<file path="config.mk">
export PLATFORM = sky130hd
export DESIGN_NAME = mbc_bank_ctrl
export DESIGN_NICKNAME = d
export VERILOG_FILES = /design/src/rtl/mbc_pkg.sv /design/src/rtl/mbc_addr_decode.sv /design/src/rtl/mbc_bank_regs.sv /design/src/rtl/mbc_xram_gate.sv /design/src/rtl/mbc_bank_ctrl.sv
export SDC_FILE = /design/constraint.sdc
export NUM_CORES = 1
export LEC_CHECK = 0
export ABC_AREA = 1
export BUFFER_PORTS_ARGS = -buffer_cell sky130_fd_sc_hd__clkbuf_2
export CORE_MARGIN = 2
export CORE_UTILIZATION = 41
export DETAILED_ROUTE_END_ITERATION = 8
export PLACE_DENSITY = 0.82
export REMOVE_ABC_BUFFERS = 1
export SYNTH_ARGS = -nofsm -noshare
export SYNTH_HDL_FRONTEND = slang
export SYNTH_SLANG_ARGS = --single-unit
</file>
<file path="constraint.sdc">
create_clock -name clk -period 1.84 [get_ports clk]
set_input_delay 0.276 -clock clk [delete_from_list [all_inputs] [get_ports clk]]
set_output_delay 0.276 -clock clk [all_outputs]
set_load 0.01 [all_outputs]
</file>
<file path="src/rtl/mbc_pkg.sv">
package mbc_pkg;

    parameter int ADDR_W     = 16;
    parameter int DATA_W     = 8;
    parameter int ROM_BANK_W = 9;
    parameter int RAM_BANK_W = 2;
    parameter int XOFS_W     = 13;

    localparam logic [ROM_BANK_W-1:0] ROM_BANK_RST = ROM_BANK_W'(1);
    localparam logic [3:0]            RAM_KEY      = 4'hA;

    typedef enum logic [2:0] {
        WIN_NONE,
        WIN_RAMEN,
        WIN_ROMLO,
        WIN_ROMHI,
        WIN_RAMSEL,
        WIN_XRAM
    } win_e;

    typedef struct packed {
        logic [ROM_BANK_W-1:0] rom_bank;
        logic [RAM_BANK_W-1:0] ram_bank;
        logic                  ram_on;
    } bank_state_t;

endpackage

</file>
<file path="src/rtl/mbc_addr_decode.sv">
module mbc_addr_decode
    import mbc_pkg::*;
(
    input  logic [ADDR_W-1:0] wr_addr,
    output win_e              win
);

    localparam int NIB_LO = ADDR_W - 4;

    always_comb begin
        unique case (wr_addr[ADDR_W-1:NIB_LO])
            4'h0, 4'h1: win = WIN_RAMEN;
            4'h2:       win = WIN_ROMLO;
            4'h3:       win = WIN_ROMHI;
            4'h4, 4'h5: win = WIN_RAMSEL;
            4'hA, 4'hB: win = WIN_XRAM;
            default:    win = WIN_NONE;
        endcase
    end

endmodule

</file>
<file path="src/rtl/mbc_bank_regs.sv">
module mbc_bank_regs
    import mbc_pkg::*;
#(
    parameter bit HAS_XRAM = 1'b1
) (
    input  logic              clk,
    input  logic              rst_n,
    input  logic              wr_en,
    input  win_e              win,
    input  logic [DATA_W-1:0] wr_data,
    output bank_state_t       st_q
);

    localparam int LOW_W = ROM_BANK_W - 1;

    bank_state_t st_d;

    always_comb begin
        st_d = st_q;
        if (wr_en) begin
            unique case (win)
                WIN_RAMEN: begin
                    if (HAS_XRAM) begin
                        st_d.ram_on = (wr_data[3:0] == RAM_KEY);
                    end
                end
                WIN_ROMLO:  st_d.rom_bank[LOW_W-1:0] = wr_data[LOW_W-1:0];
                WIN_ROMHI:  st_d.rom_bank[LOW_W]     = wr_data[0];
                WIN_RAMSEL: st_d.ram_bank            = wr_data[RAM_BANK_W-1:0];
                default:    st_d = st_q;
            endcase
        end
    end

    always_ff @(posedge clk or negedge rst_n) begin
        if (!rst_n) begin
            st_q.rom_bank <= ROM_BANK_RST;
            st_q.ram_bank <= '0;
            st_q.ram_on   <= 1'b0;
        end else begin
            st_q <= st_d;
        end
    end

endmodule

</file>
<file path="src/rtl/mbc_xram_gate.sv">
module mbc_xram_gate
    import mbc_pkg::*;
#(
    parameter bit HAS_XRAM = 1'b1
) (
    input  logic              wr_en,
    input  win_e              win,
    input  logic              ram_on,
    input  logic [XOFS_W-1:0] addr_lo,
    output logic              xram_we,
    output logic [XOFS_W-1:0] xram_addr
);

    generate
        if (HAS_XRAM) begin : g_fitted
            always_comb xram_we = wr_en && (win == WIN_XRAM) && ram_on;
        end else begin : g_absent
            always_comb xram_we = 1'b0;
        end
    endgenerate

    // window base is aligned to 2**XOFS_W, so the offset is the low bits
    always_comb xram_addr = addr_lo;

endmodule

</file>
<file path="src/rtl/mbc_bank_ctrl.sv">
module mbc_bank_ctrl
    import mbc_pkg::*;
#(
    parameter bit HAS_XRAM = 1'b1
) (
    input  logic                  clk,
    input  logic                  rst_n,
    input  logic                  wr_en,
    input  logic [ADDR_W-1:0]     wr_addr,
    input  logic [DATA_W-1:0]     wr_data,
    output logic [ROM_BANK_W-1:0] rom_bank,
    output logic [RAM_BANK_W-1:0] ram_bank,
    output logic                  ram_on,
    output logic                  xram_we,
    output logic [XOFS_W-1:0]     xram_addr
);

    win_e        win;
    bank_state_t st_q;

    mbc_addr_decode u_dec (
        .wr_addr (wr_addr),
        .win     (win)
    );

    mbc_bank_regs #(.HAS_XRAM(HAS_XRAM)) u_regs (
        .clk     (clk),
        .rst_n   (rst_n),
        .wr_en   (wr_en),
        .win     (win),
        .wr_data (wr_data),
        .st_q    (st_q)
    );

    mbc_xram_gate #(.HAS_XRAM(HAS_XRAM)) u_gate (
        .wr_en     (wr_en),
        .win       (win),
        .ram_on    (st_q.ram_on),
        .addr_lo   (wr_addr[XOFS_W-1:0]),
        .xram_we   (xram_we),
        .xram_addr (xram_addr)
    );

    assign rom_bank = st_q.rom_bank;
    assign ram_bank = st_q.ram_bank;
    assign ram_on   = st_q.ram_on;

endmodule

</file>
==> results.py <==
metrics = {
    "synth": {
        "ys_seq_area_share_pct": 43.5,
        "synth_seq_cells": 12,
        "ys_top_cells_by_area": "dfrtp_1, nand2_1, buf_4",
        "yosysUniqueCellTypes": 14,
        "synth_top_area_share_pct": 39.7,
        "yosysTopAreaCell": "dfrtp_1",
        "syn-cell-area_um2": 693,
        "yosysWarnings": 0,
        "avgSynthCellArea_um2": 8.15,
        "synthCells": 85,
    },
    "worst_setup_path": {
        "path_class": "register to output port",
        "worstPathRequired_ns": 1.56,
        "slowest_delay_ns": 0.36,
        "path_max_fanout": 3,
        "worst-endpoint-arrival_ns": 0.94,
        "path_cells": "nand3_1 > nor2_1 > clkbuf_2",
        "worstSetupStartpointType": "register",
        "end_kind": "output port",
        "slowest_stage": "dfrtp_1",
    },
    "grt": {
        "antenna_found_initial": 0,
        "grt_pass1_wl_mm": 2.30,
        "grt_remaining_overflow": 0,
        "grt_pass1_vias": 548,
        "grt_usage_pct": 16.8,
        "grt_max_degree": 13,
    },
    "clock_network": {
        "ctsHtreeMaxLevel": 1,
        "cts_root_buf": "clkbuf_4",
        "clockBufferDepth": 2,
        "clkSlewWorstSetupHoldPaths_ns": 0.07,
        "cts_hold_buf": 1,
        "ctsResizeCount": 0,
        "cts_setup_buffers": 0,
        "cts_tree": "built",
        "cts.sinks": 12,
        "clk_latency_ns": 0.27,
        "cts_buffers": 3,
    },
    "drt": {
        "ant_nets": 0,
        "routedWlPerCell_um": 12.4,
        "via_per_inst": 5.12,
        "drcViolationCount": 0,
        "firstDrtPassIters": 4,
        "drt_wl_total_mm": 1.50,
        "route.vias.total": 619,
        "first_iter_violations": 8,
    },
    "floorplan": {
        "dieHeight_um": 45.1,
        "die_w_um": 45.1,
        "rows": 14,
        "start_util_pct": 45.0,
        "core_area_mm2": 0.00154,
        "pin_count": 53,
        "die_area_mm2": 0.00204,
    },
    "power": {
        "p_int_uw": 509,
        "powerDensity_mw_per_mm2": 902,
        "switching_share_pct": 29.6,
        "ir_worst_vdd_uv": 512,
        "seqPwrFrac_pct": 47.4,
        "p_total_uw": 723,
        "power.leakage_uw": 0.000474,
        "p_sw_uw": 214,
        "comb_power_share_pct": 24.5,
        "pwr-share-clk_pct": 28.1,
    },
    "cells_and_area": {
        "fin_nets": 133,
        "largest_register_ffs": 12,
        "syn_to_final_growth_pct": 15.7,
        "n_antenna_cell": 0,
        "top_register": "u_regs.st_q",
        "drive_gt1_share_pct": 41.0,
        "fin_area_um2": 802,
        "top_regs": "u_regs.st_q x12",
    },
    "timing": {
        "hold_viol": 0,
        "skew_ns": 0,
        "fin_crit_ns": 1.21,
        "rsz0062_at_grt": "false",
        "whs_ns": 0.230,
        "worst_slack_ns": 0.629,
        "slew_headroom_pct": 80.6,
        "setup_viol": 0,
        "maxSlewViolCount": 0,
        "post-route-period-util_pct": 65.8,
        "max_freq_ghz": 0.826,
        "setup_tns_ns": 0,
        "tightest_slew_ns": 0.292,
    },
    "worst_hold_path": {
        "hold_path_class": "primary input to register",
    },
    "placement": {
        "port_buffers": 28,
        "gp_congestion": 0.796,
        "dpl.hpwl_mm": 1.21,
        "placedInstanceArea_um2": 756,
        "dp_slack_ns": 0.734,
    },
    "run": {
        "maxCapViolCount": 0,
    },
    "status": {
        "status": "finished clean",
    },
}
final timing paths:
check / from / slack (ns) / depth (start not counted) / to
max reg2reg: u_regs.st_q[3] / 1.16 / 2 / u_regs.st_q[3]
min reg2reg: u_regs.st_q[3] / 0.46 / 2 / u_regs.st_q[3]
max: u_regs.st_q[0] / 0.63 / 3 / xram_we
min in group asynchronous: rst_n / 0.41 / 2 / u_regs.st_q[7]
min: wr_data[6] / 0.23 / 3 / u_regs.st_q[9]
max in group asynchronous: rst_n / 1.15 / 2 / u_regs.st_q[3]
cell usage in the layout (no fill, tap or decap):
cell / count
nand2_2: 2
inv_1: 3
dfrtp_1: 11
clkbuf_4: 3
dfstp_2: 1
nand3_4: 1
nor2_1: 3
inv_2: 4
nand2_1: 28
clkbuf_2: 28
nor2_4: 1
nor2_2: 1
nand3_1: 13
nor2_8: 1
nand4_1: 3
clkbuf_8: 1
dlygate4sd3_1: 1
power groups by stage:
stage / registers (uW) / clock network, uW / logic [uW]
2_1_floorplan: 372 / 0 / 60.7
3_3_place_gp: 347 / 0 / 174
3_5_place_dp: 349 / 0 / 177
4_1_cts: 344 / 211 / 180
5_1_grt: 349 / 230 / 198
6_report: 343 / 203 / 177
cell families (layout without fill, tap and decap cells):
group / after synthesis / count (layout) / share of synthesized area [%]
and+or+nand+nor: 53 / 53 / 38.6
buffers and inverters: 20 / 40 / 17.9
DFF: 12 / 12 / 43.5
cell type report:
class / instances / area (um2)
Fill cell: 149 / 739
Sequential cell: 12 / 302
Multi-Input combinational cell: 53 / 268
Timing Repair Buffer: 29 / 150
Clock buffer: 4 / 36.3
Inverter: 7 / 26.3
Tap cell: 16 / 20.0
cells in the mapped netlist:
master,n
buf_4,13
dfrtp_1,11
dfstp_2,1
inv_1,3
inv_2,4
nand2_1,28
nand2_2,2
nand3_1,13
nand3_4,1
nand4_1,3
nor2_1,3
nor2_2,1
nor2_4,1
nor2_8,1
metal layers:
metal	up-vias	global-route usage, %	part of all wire (%)
li1	300	-	-
met1	278	17.2	37
met2	39	24.6	49
met3	2	14.0	13
met4	0	5.29	0.54
met5	-	8.57	0
stage by stage:
stage               std cells  util, %
CTS                       121     52.0
floorplan                  72        -
global placement          116     49.0
finish                    121     52.0
global route              121     52.0
detailed placement        116     49.0
critical path, delay by kind of cell (launching register included):
kind | cells | cell delay (ns)
flops | 1 | 0.36
buf+inv | 1 | 0.14
simple gates | 2 | 0.17
Power figures use the tool's default switching activity.
